[src/rtl/exc_pkg.sv]
package exc_pkg;

  localparam int NUM_SRC  = 6;
  localparam int NUM_PEND = 4;
  localparam int ADDR_W   = 32;
  localparam int REG_W    = 5;

  typedef enum logic [2:0] {
    C_RST   = 3'd0,
    C_HWEXC = 3'd1,
    C_NMBRK = 3'd2,
    C_BRK   = 3'd3,
    C_IRQ   = 3'd4,
    C_TRAP  = 3'd5,
    C_NONE  = 3'd7
  } cause_e;

  typedef struct packed {
    logic ie;
    logic bip;
    logic eip;
  } stat_t;

  function automatic logic [ADDR_W-1:0] vec_of(cause_e c);
    case (c)
      C_HWEXC:         vec_of = ADDR_W'(32'h20);
      C_NMBRK, C_BRK:  vec_of = ADDR_W'(32'h18);
      C_IRQ:           vec_of = ADDR_W'(32'h10);
      C_TRAP:          vec_of = ADDR_W'(32'h08);
      default:         vec_of = '0;
    endcase
  endfunction

  function automatic logic [REG_W-1:0] reg_of(cause_e c, logic [REG_W-1:0] trap_reg);
    case (c)
      C_HWEXC:         reg_of = REG_W'(17);
      C_NMBRK, C_BRK:  reg_of = REG_W'(16);
      C_IRQ:           reg_of = REG_W'(14);
      C_TRAP:          reg_of = trap_reg;
      default:         reg_of = '0;
    endcase
  endfunction

endpackage

[src/rtl/exc_rst_filter.sv]
module exc_rst_filter #(
  parameter int MIN_CYC = 16
) (
  input  logic clk_i,
  input  logic rst_ni,
  input  logic req_i,
  output logic fire_o,
  output logic hold_o
);
  localparam int CW = $clog2(MIN_CYC + 1);

  logic [CW-1:0] cnt_q;

  assign fire_o = req_i && (cnt_q == CW'(MIN_CYC - 1));
  assign hold_o = req_i && !fire_o;

  always_ff @(posedge clk_i or negedge rst_ni) begin
    if (!rst_ni)                       cnt_q <= '0;
    else if (!req_i)                   cnt_q <= '0;
    else if (cnt_q != CW'(MIN_CYC))    cnt_q <= cnt_q + 1'b1;
  end

  a_r2_fire_needs_req: assert property (@(posedge clk_i) disable iff (!rst_ni)
    fire_o |-> req_i);
  a_r2_single_fire: assert property (@(posedge clk_i) disable iff (!rst_ni)
    fire_o |=> !fire_o);

endmodule

[src/rtl/exc_pending.sv]
module exc_pending #(
  parameter int N = 4
) (
  input  logic         clk_i,
  input  logic         rst_ni,
  input  logic [N-1:0] set_i,
  input  logic [N-1:0] clr_i,
  input  logic         flush_i,
  output logic [N-1:0] pend_o
);
  for (genvar i = 0; i < N; i++) begin : g_bit
    logic q;
    always_ff @(posedge clk_i or negedge rst_ni) begin
      if (!rst_ni)       q <= 1'b0;
      else if (flush_i)  q <= 1'b0;
      else               q <= (q & ~clr_i[i]) | set_i[i];
    end
    assign pend_o[i] = q;

    a_r1_keep_pending: assert property (@(posedge clk_i) disable iff (!rst_ni)
      (q && !clr_i[i] && !flush_i) |=> q);
  end

endmodule

[src/rtl/exc_arbiter.sv]
module exc_arbiter #(
  parameter int N = 6
) (
  input  logic [N-1:0]         req_i,
  output logic [N-1:0]         grant_o,
  output logic                 any_o,
  output logic [$clog2(N)-1:0] idx_o
);
  logic [N:0] seen;
  assign seen[0] = 1'b0;

  for (genvar i = 0; i < N; i++) begin : g_chain
    assign grant_o[i] = req_i[i] & ~seen[i];
    assign seen[i+1]  = seen[i] | req_i[i];
  end

  assign any_o = seen[N];

  always_comb begin
    idx_o = '0;
    for (int i = N - 1; i >= 0; i--)
      if (grant_o[i]) idx_o = ($clog2(N))'(i);
  end

  always_comb a_r1_onehot: assert ($onehot0(grant_o));

endmodule

[src/rtl/exc_status.sv]
module exc_status
  import exc_pkg::*;
#(
  parameter stat_t RESET_STAT = '0
) (
  input  logic   clk_i,
  input  logic   rst_ni,
  input  logic   load_rst_i,
  input  logic   take_i,
  input  cause_e cause_i,
  input  logic   ret_brk_i,
  input  logic   ret_int_i,
  input  logic   ret_exc_i,
  output stat_t  stat_o
);
  stat_t stat_q, stat_d;

  always_comb begin
    stat_d = stat_q;
    // returns first, then the taken event overrides
    if (ret_brk_i) stat_d.bip = 1'b0;
    if (ret_int_i) stat_d.ie  = 1'b1;
    if (ret_exc_i) stat_d.eip = 1'b0;
    if (take_i) begin
      case (cause_i)
        C_HWEXC:        stat_d.eip = 1'b1;
        C_NMBRK, C_BRK: stat_d.bip = 1'b1;
        C_IRQ:          stat_d.ie  = 1'b0;
        default:        ;
      endcase
    end
  end

  always_ff @(posedge clk_i or negedge rst_ni) begin
    if (!rst_ni)          stat_q <= RESET_STAT;
    else if (load_rst_i)  stat_q <= RESET_STAT;
    else                  stat_q <= stat_d;
  end

  assign stat_o = stat_q;

  a_r3_exc_sets_eip: assert property (@(posedge clk_i) disable iff (!rst_ni)
    (take_i && cause_i == C_HWEXC && !load_rst_i) |=> stat_q.eip);
  a_r4_brk_sets_bip: assert property (@(posedge clk_i) disable iff (!rst_ni)
    (take_i && (cause_i == C_NMBRK || cause_i == C_BRK) && !load_rst_i) |=> stat_q.bip);
  a_r5_irq_clears_ie: assert property (@(posedge clk_i) disable iff (!rst_ni)
    (take_i && cause_i == C_IRQ) |=> !stat_q.ie);
  a_r7_ret_brk: assert property (@(posedge clk_i) disable iff (!rst_ni)
    (ret_brk_i && !load_rst_i && !(take_i && (cause_i == C_NMBRK || cause_i == C_BRK)))
      |=> !stat_q.bip);
  a_r6_trap_keeps: assert property (@(posedge clk_i) disable iff (!rst_ni)
    (take_i && cause_i == C_TRAP && !ret_brk_i && !ret_int_i && !ret_exc_i)
      |=> $stable(stat_q));

endmodule

[src/rtl/exc_vector_unit.sv]
module exc_vector_unit
  import exc_pkg::*;
#(
  parameter int          RST_MIN    = 16,
  parameter stat_t       RESET_STAT = '0,
  parameter logic [4:0]  TRAP_REG   = 5'd15
) (
  input  logic        clk_i,
  input  logic        rst_ni,
  input  logic        rst_req_i,
  input  logic        hw_exc_i,
  input  logic        nm_brk_i,
  input  logic        brk_i,
  input  logic        irq_i,
  input  logic        trap_i,
  input  logic        ret_brk_i,
  input  logic        ret_int_i,
  input  logic        ret_exc_i,
  output logic        take_o,
  output logic [2:0]  cause_o,
  output logic [31:0] vector_o,
  output logic [4:0]  ret_reg_o,
  output logic        clr_spr_o,
  output logic        ie_o,
  output logic        bip_o,
  output logic        eip_o
);
  localparam int IW = $clog2(NUM_SRC);

  logic                rst_fire, rst_hold;
  logic [NUM_PEND-1:0] pend, pend_set, pend_clr;
  logic [NUM_SRC-1:0]  arb_req, grant;
  logic                any;
  logic [IW-1:0]       idx;
  logic                irq_ok;
  cause_e              cause;
  stat_t               stat;

  exc_rst_filter #(.MIN_CYC(RST_MIN)) u_filt (
    .clk_i  (clk_i),
    .rst_ni (rst_ni),
    .req_i  (rst_req_i),
    .fire_o (rst_fire),
    .hold_o (rst_hold)
  );

  // pending bit order: hw exception, nm break, break, trap
  assign pend_set = {trap_i, brk_i, nm_brk_i, hw_exc_i};
  assign pend_clr = {grant[5], grant[3], grant[2], grant[1]};

  exc_pending #(.N(NUM_PEND)) u_pend (
    .clk_i   (clk_i),
    .rst_ni  (rst_ni),
    .set_i   (pend_set),
    .clr_i   (pend_clr),
    .flush_i (rst_fire),
    .pend_o  (pend)
  );

  assign irq_ok = irq_i && stat.ie && !stat.bip && !stat.eip;

  // index = priority rank, 0 highest
  assign arb_req = {pend[3], irq_ok, pend[2], pend[1], pend[0], 1'b0}
                   & {NUM_SRC{~rst_hold}}
                 | {{(NUM_SRC-1){1'b0}}, rst_fire};

  exc_arbiter #(.N(NUM_SRC)) u_arb (
    .req_i   (arb_req),
    .grant_o (grant),
    .any_o   (any),
    .idx_o   (idx)
  );

  assign cause = any ? cause_e'(idx) : C_NONE;

  exc_status #(.RESET_STAT(RESET_STAT)) u_stat (
    .clk_i      (clk_i),
    .rst_ni     (rst_ni),
    .load_rst_i (rst_fire),
    .take_i     (any),
    .cause_i    (cause),
    .ret_brk_i  (ret_brk_i),
    .ret_int_i  (ret_int_i),
    .ret_exc_i  (ret_exc_i),
    .stat_o     (stat)
  );

  assign take_o    = any;
  assign cause_o   = cause;
  assign vector_o  = vec_of(cause);
  assign ret_reg_o = reg_of(cause, TRAP_REG);
  assign clr_spr_o = rst_fire;
  assign ie_o      = stat.ie;
  assign bip_o     = stat.bip;
  assign eip_o     = stat.eip;

  a_r5_irq_gated: assert property (@(posedge clk_i) disable iff (!rst_ni)
    (take_o && cause_o == 3'(C_IRQ)) |-> (ie_o && !bip_o && !eip_o && irq_i));
  a_r2_hold_blocks: assert property (@(posedge clk_i) disable iff (!rst_ni)
    rst_hold |-> !take_o);
  a_r2_reset_wins: assert property (@(posedge clk_i) disable iff (!rst_ni)
    clr_spr_o |-> (take_o && cause_o == 3'(C_RST) && vector_o == 32'h0));

endmodule

[config.mk]
export PLATFORM = sky130hd
export DESIGN_NAME = exc_vector_unit
export DESIGN_NICKNAME = d
export VERILOG_FILES = /design/src/rtl/exc_pkg.sv /design/src/rtl/exc_rst_filter.sv /design/src/rtl/exc_pending.sv /design/src/rtl/exc_arbiter.sv /design/src/rtl/exc_status.sv /design/src/rtl/exc_vector_unit.sv
export SDC_FILE = /design/constraint.sdc
export NUM_CORES = 1
export LEC_CHECK = 0
export ABC_AREA = 1
export BUFFER_PORTS_ARGS = -buffer_cell sky130_fd_sc_hd__buf_2
export CORE_UTILIZATION = 46
export CTS_BUF_LIST = sky130_fd_sc_hd__clkbuf_8
export DETAILED_ROUTE_END_ITERATION = 8
export GPL_ROUTABILITY_DRIVEN = 0
export HOLD_SLACK_MARGIN = 0.03
export PLACE_DENSITY_LB_ADDON = 0.2
export SLEW_MARGIN = 0
export SYNTH_ARGS = -nofsm -noshare
export SYNTH_HDL_FRONTEND = slang
export SYNTH_SLANG_ARGS = --single-unit
[constraint.sdc]
create_clock -name clk_i -period 2.4 [get_ports clk_i]
set_input_delay 0.48 -clock clk_i [delete_from_list [all_inputs] [get_ports clk_i]]
set_output_delay 0.48 -clock clk_i [all_outputs]
set_load 0.01 [all_outputs]
### Yosys cells after proc, flatten, opt, wreduce, memory -nomap -nowiden

Cells that the tools add are included.

| word-level totals | value |
|---|---|
| memories kept | 0 |
| latch bits | 0 |
| RAM bits | 0 |
| input bits | 11 |
| bits in registers | 12 |
| logic and storage cells | 79 |
| output and inout bits | 45 |
| memory bits (read-only) | 0 |

| operators by class | value |
|---|---|
| magnitude comparators | 0 |
| bitwise logic cells | 30 |
| add/sub/neg operators | 1 |
| divide/modulo/power cells | 0 |
| eq/ne operators | 8 |
| multipliers | 0 |
| multiplexer cells | 23 |
| reduce and logical (&&, ||, !) cells | 9 |
| shifts and indexed selects | 0 |

Operators by type and width:

| kind | count |
|---|---|
| $mux 3 | 9 |
| $pmux 6 s4 | 1 |
| $pmux 5 s4 | 1 |
| $mux 1 | 10 |
| $mux 5 | 2 |
| $not 1->1 | 10 |
| $and 1x1->1 | 9 |
| $or 1x1->1 | 9 |
| $and 6x6->6 | 1 |
| $eq 3x2->1 const B | 2 |
| $eq 3x3->1 const B | 2 |
| $or 6x1->6 | 1 |
| $add 5x1->5 const B | 1 |
| $eq 5x4->1 const B | 1 |
| $logic_and 1x1->1 | 5 |
| $ne 5x5->1 const B | 1 |
| $eq 3x1->1 const B | 1 |
| $logic_not 1->1 | 3 |
| $ne 2x1->1 const B | 1 |
| $reduce_or 2->1 | 1 |

### Depth between registers and ports, before layout

Gate-level depths: netlist (run 1).

| depth | value |
|---|---|
| word-level depth | 25 |
| depth in mapped cells | 14 |
| depth with buffers taken out | 14 |

### Hierarchy

A second synthesis (run 1) with hierarchy kept.

| second synthesis, totals | value |
|---|---|
| cells, all modules | 168 |
| area, all modules | 1153.6 um^2 |

By module, submodules not included:

| module | cells an instance | instances | area an instance (um^2) | sequential area each (um^2) |
|---|---|---|---|---|
| exc_vector_unit | 63 | 1 | 369.1 | 0.0 |
| exc_rst_filter | 40 | 1 | 309.0 | 125.1 |
| exc_pending | 24 | 1 | 195.2 | 100.1 |
| exc_status | 19 | 1 | 150.1 | 75.1 |
| exc_arbiter | 22 | 1 | 130.1 | 0.0 |

### Least setup slack after synthesis (run 1)

Ideal clock, no wire load.

| timing | value |
|---|---|
| path kind | flip-flop to output port |
| start point | reg u_filt.cnt_q[0] |
| end point | out vector_o[4] |
| path buffers | 0 |
| slack | 0.127 ns |
| arrival | 1.793 ns |
| stages on the path, launching flop included | 12 |
| required time | 1.920 ns |
| cell sequence | dfrtp_1 -> ha_1 -> nand2_1 -> nor2_1 -> ha_1 -> inv_1 -> nand2_2 -> nand2_1 -> nand3_4 -> nor3b_4 -> nand3_2 -> nand2_1 |

| between the ends | value |
|---|---|
| longest elaborated chain between the ends | 23 |
| elaborated cells on any way between the ends | 36 |
| classes of those cells | eq/ne (6); mux (8); bitwise (18); reduce/logical (4) |

RTL lines:

| element | line | source |
|---|---|---|
| start, declared | exc_rst_filter.sv:12 | `logic [CW-1:0] cnt_q;` |
| start signal, assigned | exc_rst_filter.sv:20 | `else if (cnt_q != CW'(MIN_CYC)) cnt_q <= cnt_q + 1'b1;` |
| $eq 5x4->1 * | exc_rst_filter.sv:14 | `assign fire_o = req_i && (cnt_q == CW'(MIN_CYC - 1));` |
| $logic_and 1x1->1 * | exc_rst_filter.sv:14 |  |
| $logic_not 1->1 | exc_rst_filter.sv:15 | `assign hold_o = req_i && !fire_o;` |
| $logic_and 1x1->1 | exc_rst_filter.sv:15 |  |
| $not 1->1 | exc_vector_unit.sv:64 | `& {NUM_SRC{~rst_hold}}` |
| $and 6x6->6 | exc_vector_unit.sv:64 |  |
| $or 6x1->6 * | exc_vector_unit.sv:65 | `\| {{(NUM_SRC-1){1'b0}}, rst_fire};` |
| $or 1x1->1 (4 in a row) | exc_arbiter.sv:14 | `assign seen[i+1] = seen[i] \| req_i[i];` |
| $not 1->1 | exc_arbiter.sv:13 | `assign grant_o[i] = req_i[i] & ~seen[i];` |
| $and 1x1->1 | exc_arbiter.sv:13 |  |
| $mux 3 (6 in a row) | exc_arbiter.sv:22 | `if (grant_o[i]) idx_o = ($clog2(N))'(i);` |
| $mux 3 * | exc_vector_unit.sv:74 | `assign cause = any ? cause_e'(idx) : C_NONE;` |
| $eq 3x2->1 | exc_pkg.sv:25 | `case (c)` |
| $reduce_or 2->1 | exc_pkg.sv:25 |  |
| $pmux 6 s4 * | exc_pkg.sv:25 |  |
| end, declared | exc_vector_unit.sv:21 | `output logic [31:0] vector_o,` |

Every way passes the cells marked *; elsewhere a longest branch is shown, timed or not.

### Worst setup path after layout (run 1)

| timing | value |
|---|---|
| start point | reg u_filt.cnt_q[1] |
| end point | out vector_o[4] |

Same word-level chain as after synthesis.

==> flow_summary.ini, run 1 <==
[power_and_ir_drop]
p_switching_mw = 0.194
ir_drop_mv = 0.513
p_leak_nw = 0.698
p_seq_share_pct = 38.2
p_comb_share_pct = 32.0
swShare_pct = 32.4
power.density_nw_per_um2 = 455
power_frac_clock_pct = 29.8
intPower_mw = 0.405
power.total_mw = 0.598

[sta]
finalSetupViolCount = 10
fin_skew_ns = 0.00549
setup-tns-final_ns = -0.870
hold_slack_ns = 0.119
finalMaxSlewViolations = 0
hold_viol = 0
setup_slack_ns = -0.139
fmaxAchievable_ghz = 0.394
timing.final.crit_share_pct = 106
rsz0062_at_grt = true
period_minus_slack_ns = 2.54

[global_routing]
first_global_vias = 732
gr-total-overflow = 0
grt_max_degree = 13
grt_first_pass_wirelength_um = 3140
antenna_found_initial = 0
grt_usage_pct = 16.8

[synth]
syn_area_per_cell_um2 = 7.78
yosysWarnings = 0
synthTopCellsByArea = dfrtp_1 (30%), buf_4 (23%), inv_1 (6.7%)
yosysTopAreaCell = dfrtp_1
syn_inst = 130
synth-seq-area-share_pct = 29.7
synth-seq-cells = 12
synth_top_area_share_pct = 29.7
ys_types = 23
netlist_area_um2 = 1010

[outcome]
violations = setup timing
outcome = complete, but fails checks

[critical_path]
worstPathRequired_ns = 1.92
crit_type = reg -> out
cp_max_fo = 6
cp-end-kind = primary output
startpoint_type = flop
worstPathArrival_ns = 2.06

[placed_design]
hpwl_um = 1380
port_buffers = 26

[clock_tree]
cts_tree = built
cts-htree-levels = 1
clock_latency_ns = 0.24
cts_root_buf = clkbuf_8
clkTransAtPathRegs_ns = 0.05
cts.sinks = 12
clockBufferDepth = 2
cts_buffers = 3

[die]
initial_core_util_pct = 50.0
rows = 16
io_pins = 56
die_area_um2 = 2390
core_um2 = 2020
dieHeight_um = 48.9
die_w_um = 48.9

[finish]
area_growth_pct = 30.0
layout.nets = 186
diodes = 0
layout-drive-gt1-share_pct = 43.2
utilization_pct = 65.0

[detailed_routing]
wirelength_met1_um = 806
wl_met3_um = 108
drt_iter0_drc = 10
wl_per_cell_um = 10.4
drt-total-wl_um = 2050
met2WireLength_um = 1120
drcViolationCount = 0
drtAntennaViolNets = 0
dr_total_vias = 867
vias_per_cell = 4.42
dr.pass1.iters = 4
route.top_layer_used = met4

[min_path]
worstHoldPathType = in -> async

[flow_run]
cap_violations = 0
## cells by family (layout without fill, tap and decap cells)
kind of cell	count (synthesis)	after routing	share of synthesized area, %
AOI/OAI and AO/OA	21	21	12.1
adders and majority gates	4	4	4.95
buffers and inverters	54	65	32.5
DFF	12	12	29.7
other	1	29	0.371
and+or+nand+nor	38	38	20.3
## final cells by class
type | instances | area (µm²)
inverter | 22 | 87.6
sequential | 12 | 300
timing repair buffer | 40 | 254
fill | 180 | 708
multi-input combinational | 92 | 597
tap | 27 | 33.8
clock buffer | 3 | 41.3
## power groups by stage
stage	combinational, mW	sequential (mW)	clock, mW
CTS	0.170	0.228	0.185
global placement	0.143	0.230	0
detailed placement	0.145	0.230	0
finish	0.191	0.229	0.178
global route	0.212	0.230	0.194
floorplan	0.134	0.231	0
## critical path: stages, from the launching register on
cell     delay (ns)
dfrtp_1        0.38
ha_2           0.19
nand2_2        0.09
nor2_4         0.05
ha_4           0.16
inv_4          0.07
nand2_8        0.08
nand2_4        0.11
nand3_4        0.11
nor3b_4        0.26
nand3_2        0.11
nand2_1        0.08
buf_2          0.13
## cells in the mapped netlist
library cell  number
a21boi_0           1
a21oi_1           11
buf_4             31
buf_6              1
conb_1             1
dfrtp_1           12
ha_1               4
inv_1             18
inv_2              3
inv_4              1
nand2_1           17
nand2_2            4
nand3_1            2
nand3_2            2
nand3_4            1
nand4_1            1
nor2_1             8
nor2_2             1
nor3b_1            1
nor3b_4            1
o2111ai_1          1
o21ai_0            7
o21ai_4            1
## path summary, 6_finish.rpt
| check | slack (ns) | cells past startpoint | endpoint | startpoint |
|---|---|---|---|---|
| setup / recovery | -0.14 | 12 | vector_o[4] | u_filt.cnt_q[1] |
| hold / removal | 0.12 | 1 | u_pend.g_bit[2].q | rst_ni |
| setup reg to reg | -0.02 | 17 | u_stat.stat_o[2] | u_filt.cnt_q[1] |
| hold reg to reg | 0.56 | 2 | u_stat.stat_o[0] | u_stat.stat_o[0] |
| max in group asynchronous | 2.05 | 1 | u_filt.cnt_q[1] | rst_ni |
| min in group clk_i | 0.45 | 3 | u_pend.g_bit[1].q | nm_brk_i |
## timing repair
action                     in CTS  in global routing
hold buffers                    0                  0
setup endpoints to repair       9                 11
buffers inserted                7                  4
pin swaps                      13                 14
resized for setup              23                  9
cloned                          0                  0
## layer usage
metal / vias up / track usage [%]
met5: - / 0
met3: 2 / 5.61
li1: 425 / -
met1: 403 / 20.3
met4: 0 / 3.92
met2: 37 / 28.7
## stage by stage
step	area, µm²	std cells	setup slack [ns]
2_1_floorplan	1120	158	0.127
3_3_place_gp	1060	182	0.0624
3_5_place_dp	1060	182	0.0258
4_1_cts	1240	192	-0.153
5_1_grt	1310	196	-0.267
6_report	1310	196	-0.139
## layout by cell type, fill, tap and decap left out, drive strengths merged, types with 2 or more instances in the layout
cell	count
buf	40
conb	29
inv	22
nand2	21
dfrtp	12
a21oi	11
nor2	9
o21ai	8
nand3	5
ha	4
clkbuf	3
nor3b	2
## state kept, by name, indices dropped and copies added, names as in the netlist
signal and flops:
u_pend.g_bit.q 4, u_filt.cnt_q 5, u_stat.stat_o 3
No activity file was read; power rests on OpenSTA's default activity.
==> run 2, diff against run 1 <==
--- a/config.mk
+++ b/config.mk
@@ -7,7 +7,7 @@
 export LEC_CHECK = 0
 export ABC_AREA = 1
 export BUFFER_PORTS_ARGS = -buffer_cell sky130_fd_sc_hd__buf_2
-export CORE_UTILIZATION = 46
+export CORE_UTILIZATION = 48
 export CTS_BUF_LIST = sky130_fd_sc_hd__clkbuf_8
 export DETAILED_ROUTE_END_ITERATION = 8
 export GPL_ROUTABILITY_DRIVEN = 0
@@ -16,4 +16,5 @@
 export SLEW_MARGIN = 0
 export SYNTH_ARGS = -nofsm -noshare
 export SYNTH_HDL_FRONTEND = slang
+export SYNTH_HIERARCHICAL = 1
 export SYNTH_SLANG_ARGS = --single-unit
==> run 2 against run 1 <==
- sequential power increased by 3%
- maximum frequency decreased by 3.0%
- final cell count increased by 16%
- sequential cell count unchanged
- critical endpoint unchanged
- wire length decreased by 5.0%
- largest cell class unchanged
- the flow still finishes with violations (setup timing)
- via count increased by 9.5%
- register-to-register slack improved by 0.27 ns
- clock power about the same
==> flow_summary.ini, run 2 <==
[outcome]
outcome = complete, but fails checks
violations = setup timing

[sta]
finalMaxSlewViolations = 0
setup_slack_ns = -0.218
timing.final.crit_share_pct = 109
finalSetupViolCount = 11
fin_skew_ns = 0.00378
rsz0062_at_grt = true
hold_viol = 0
period_minus_slack_ns = 2.62
setup-tns-final_ns = -2.06
fmaxAchievable_ghz = 0.382

[clock_tree]
cts.sinks = 12
cts_buffers = 3
clockBufferDepth = 2
clock_latency_ns = 0.24
cts_tree = built
clkTransAtPathRegs_ns = 0.05
cts_root_buf = clkbuf_8
cts-htree-levels = 1

[critical_path]
slowest_stage = dfrtp_1
worstPathArrival_ns = 2.14
crit_type = reg -> out
worstPathCellList = ha_2, inv_2, nor3_2, ha_2, nor2_4, nor2_2, nor2_4, nand4_1, buf_6, inv_2, nor2_4, nand2_2, nand2_1, buf_2
crit_top_cell = nor2_4
cp-end-kind = primary output
critical-path-max-stage-delay_ns = 0.38
worstPathRequired_ns = 1.92
cp_max_fo = 9
startpoint_type = flop

[global_routing]
grt_first_pass_wirelength_um = 3150
first_global_vias = 830
gr-total-overflow = 0
antenna_found_initial = 0
grt_usage_pct = 16.6
grt_max_degree = 13

[die]
die_area_um2 = 2580
rows = 17
die_w_um = 50.8
io_pins = 56
dieHeight_um = 50.8
core_um2 = 2230
initial_core_util_pct = 51.1

[finish]
area_growth_pct = 17.2
diodes = 0
final_cells = 227
layout-drive-gt1-share_pct = 36.7
stdcell_area_um2 = 1340
layout_commonest_cell = inv_1
layout.nets = 215
largest_reg_flops = 5
regMostFlops = u_filt/cnt_q
fillers = 213
final_cell_mix = inv_1 (36), conb_1 (29), buf_2 (25), nand2_1 (20), dfrtp_1 (12)

[detailed_routing]
wl_per_cell_um = 8.57
vias_per_cell = 4.18
dr.pass1.iters = 4
drtAntennaViolNets = 0
drt-total-wl_um = 1950
dr_total_vias = 949
drt_iter0_drc = 7
drcViolationCount = 0

[power_and_ir_drop]
power.density_nw_per_um2 = 498
ir_drop_mv = 0.356
p_leak_nw = 0.833

[synth]
yosysWarnings = 6
netlist_area_um2 = 1140
syn_inst = 166
syn_area_per_cell_um2 = 6.88

[min_path]
worstHoldPathType = in -> async

[flow_run]
cap_violations = 0

[placed_design]
dp_cells = 223
port_buffers = 26
hpwl_um = 1630
post-place-ws_ns = -0.0760
place_area_um2 = 1260
run 2: cell types whose count changed in the layout (fill, tap and decap cells not counted), sizes merged, moves of 2 or more:
cell   change
nand3      +3
nor2      +10
nand4      +5
inv       +20
o21ai      -7
buf        -2
nand2      +4
nor3b      -2
run 2: routing by layer:
layer  vias to the layer above  GRT usage [%]  wire, µm
li1                        495              -         -
met5                         -              0         0
met4                         0           10.2        34
met3                         5           3.64       115
met2                        41           29.1       948
met1                       408           18.1       846
run 2: where the power goes:
part | internal (mW) | total [mW] | switching [mW]
combinational | 0.0999 | 0.251 | 0.151
sequential | 0.222 | 0.235 | 0.0122
clock | 0.110 | 0.180 | 0.0699
total | 0.433 | 0.666 | 0.234
run 2: through the flow:
stage / power [mW] / hold slack (ns) / util (%)
after floorplan: 0.437 / 0.184 / -
after global placement: 0.472 / 0.379 / 56.3
after detailed placement: 0.476 / 0.384 / 56.3
after CTS: 0.666 / 0.125 / 58.9
after global routing: 0.716 / 0.132 / 59.9
final: 0.666 / 0.123 / 59.9
run 2: layout make-up:
| class | count | area [µm²] | share of cell area (%) |
|---|---|---|---|
| repair buffers | 38 | 230 | 17.2 |
| clock buffers | 3 | 41.3 | 3.08 |
| well taps | 28 | 35.0 | 2.62 |
| multi-input cells | 104 | 572 | 42.7 |
| flip-flops and latches | 12 | 300 | 22.4 |
| inverters | 42 | 160 | 12.0 |
run 2: worst max-delay path, delay by kind of cell, from the launching register on:
| kind | cells | cell delay, ns |
|---|---|---|
| flip-flops | 1 | 0.38 |
| adder cells (fa/ha/maj) | 2 | 0.38 |
| buffers and inverters | 4 | 0.42 |
| AND/OR/NAND/NOR | 8 | 0.70 |
run 2: final timing paths:
| kind | slack (ns) | to | depth (start not counted) | from |
|---|---|---|---|---|
| setup reg to reg | 0.25 | u_stat/stat_o[0] | 18 | u_filt/cnt_q[0] |
| min in group clk_i | 0.47 | u_pend/g_bit[1].q | 3 | nm_brk_i |
| hold / removal | 0.12 | u_filt/cnt_q[1] | 1 | rst_ni |
| setup / recovery | -0.22 | vector_o[4] | 14 | u_filt/cnt_q[0] |
| hold reg to reg | 0.52 | u_pend/g_bit[0].q | 2 | u_pend/g_bit[0].q |
| max in group asynchronous | 2.05 | u_filt/cnt_q[2] | 1 | rst_ni |
run 2: what timing repair did:
item	CTS	global route
buffers inserted	0	1
pin swaps	1	3
gates resized for setup	5	5
setup endpoints to repair	12	12
hold buffers	0	0
==> run 3, diff against run 2 <==
--- a/config.mk
+++ b/config.mk
@@ -12,7 +12,7 @@
 export DETAILED_ROUTE_END_ITERATION = 8
 export GPL_ROUTABILITY_DRIVEN = 0
 export HOLD_SLACK_MARGIN = 0.03
-export PLACE_DENSITY_LB_ADDON = 0.2
+export PLACE_DENSITY = 0.83
 export SLEW_MARGIN = 0
 export SYNTH_ARGS = -nofsm -noshare
 export SYNTH_HDL_FRONTEND = slang
==> run 3 against run 2 <==
- the flow still finishes with violations (setup timing)
- critical path type unchanged
- final cell count increased by 3.1%
- die area unchanged
- worst hold slack got worse by 0.018 ns
- largest cell class unchanged
- via count increased by 8.5%
==> flow_summary.ini, run 3 (synthesis gave the netlist of run 2 again) <==
[critical_path]
ff2ff_setup_slack_ns = 0.17
worstPathRequired_ns = 1.92
worstPathArrival_ns = 2.21
crit_type = reg -> out
startpoint_type = flop
cp_max_fo = 5
cp-end-kind = primary output

[sta]
finalMaxSlewViolations = 0
setup_slack_ns = -0.295
fmaxAchievable_ghz = 0.371
timing.final.crit_share_pct = 112
fin_skew_ns = 0.000825
period_minus_slack_ns = 2.69
rsz0062_at_grt = true
finalSetupViolCount = 12
hold_viol = 0

[finish]
final_cell_mix = inv_1 (33), conb_1 (29), buf_2 (23), nand2_1 (20), buf_4 (16)
layout_commonest_cell = inv_1
regMostFlops = u_filt/cnt_q
area_growth_pct = 24.5
largest_reg_flops = 5
utilization_pct = 63.7
diodes = 0
fillers = 189
layout-drive-gt1-share_pct = 41.3
layout.nets = 221

[clock_tree]
cts_root_buf = clkbuf_8
clock_latency_ns = 0.24
cts_tree = built
ctsHoldBuffers = 0
cts_buffers = 3
clkTransAtPathRegs_ns = 0.05
cts.sinks = 12
clockBufferDepth = 2
cts-htree-levels = 1

[outcome]
violations = setup timing
outcome = complete, but fails checks

[detailed_routing]
drt_iter0_drc = 22
vias_per_cell = 4.40
drcViolationCount = 0
drtAntennaViolNets = 0
dr_total_vias = 1030
drt-total-wl_um = 2340
wirelength_met1_um = 1050
met2WireLength_um = 1140
wl_per_cell_um = 10.0
wl_met3_um = 101
route.top_layer_used = met4
dr.pass1.iters = 4

[flow_run]
cap_violations = 0

[power_and_ir_drop]
power.total_mw = 0.750
ir_drop_mv = 0.356
p_leak_nw = 0.871
power.density_nw_per_um2 = 527

[die]
die_w_um = 50.8
initial_core_util_pct = 51.1
rows = 17
io_pins = 56
dieHeight_um = 50.8
die_area_um2 = 2580
core_um2 = 2230

[global_routing]
first_global_vias = 935
antenna_found_initial = 0
gr-total-overflow = 0
grt_max_degree = 13
grt_usage_pct = 20.8
grt_first_pass_wirelength_um = 3970

[min_path]
worstHoldPathType = in -> async

[placed_design]
hpwl_um = 1560
port_buffers = 26
post-place-ws_ns = -0.0633
==> run 3: cell count changes in the layout (fill, tap and decap cells not counted), sizes merged <==
cell | previous run | this run
buf | 38 | 44
clkbuf | 3 | 4
==> run 3: final cells by class <==
type	count	area [µm²]	share of cell area, %
well taps	28	35.0	2.46
multi-input cells	104	578	40.6
repair buffers	44	292	20.5
clock buffers	4	55.1	3.87
inverters	42	163	11.4
flip-flops and latches	12	300	21.1
==> run 3: path summary, 6_finish.rpt <==
check / endpoint / depth (start not counted) / from
worst max-delay path: vector_o[4] / 14 / u_filt/cnt_q[0]
worst max register to register: u_stat/stat_o[0] / 16 / u_filt/cnt_q[0]
max in group asynchronous: u_filt/cnt_q[4] / 1 / rst_ni
worst min register to register: u_pend/g_bit[3].q / 2 / u_pend/g_bit[3].q
worst min-delay path: u_filt/cnt_q[0] / 1 / rst_ni
min in group clk_i: u_pend/g_bit[3].q / 3 / trap_i
==> run 3: worst max-delay path, cell delays in order (launching register included) <==
cell	delay [ns]
dfrtp_1	0.38
ha_2	0.19
inv_2	0.06
nor3_2	0.04
ha_2	0.19
nor2_4	0.15
nor2_2	0.08
nor2_2	0.17
buf_4	0.14
nand3_2	0.09
nand3_2	0.11
inv_2	0.06
nand4_1	0.09
nand2_1	0.07
buf_2	0.14
==> run 3: power breakdown <==
group | switching [mW] | internal, mW
logic | 0.169 | 0.123
clock network | 0.0777 | 0.145
registers | 0.0131 | 0.222
total | 0.260 | 0.490
==> run 3: repair_timing <==
action                                  CTS  global route
resized for setup                        13             6
pin swaps                                 8             4
endpoints found under the setup margin   12            15
setup buffers                             8             0
==> run 3: layer usage <==
layer	up-vias	track usage [%]
met5	-	0
met4	0	9.72
met3	7	3.94
met2	41	36.0
met1	472	24.5
li1	510	-
==> run 3: metrics by stage <==
stage / hold WS [ns] / std cells / area, µm² / setup TNS (ns)
4_1_cts: 0.108 / 235 / 1420 / -2.08
3_3_place_gp: 0.368 / 223 / 1260 / -0.0122
2_1_floorplan: 0.184 / 194 / 1280 / -0.305
3_5_place_dp: 0.373 / 223 / 1260 / -0.406
5_1_grt: 0.113 / 234 / 1420 / -4.31
6_report: 0.105 / 234 / 1420 / -2.55
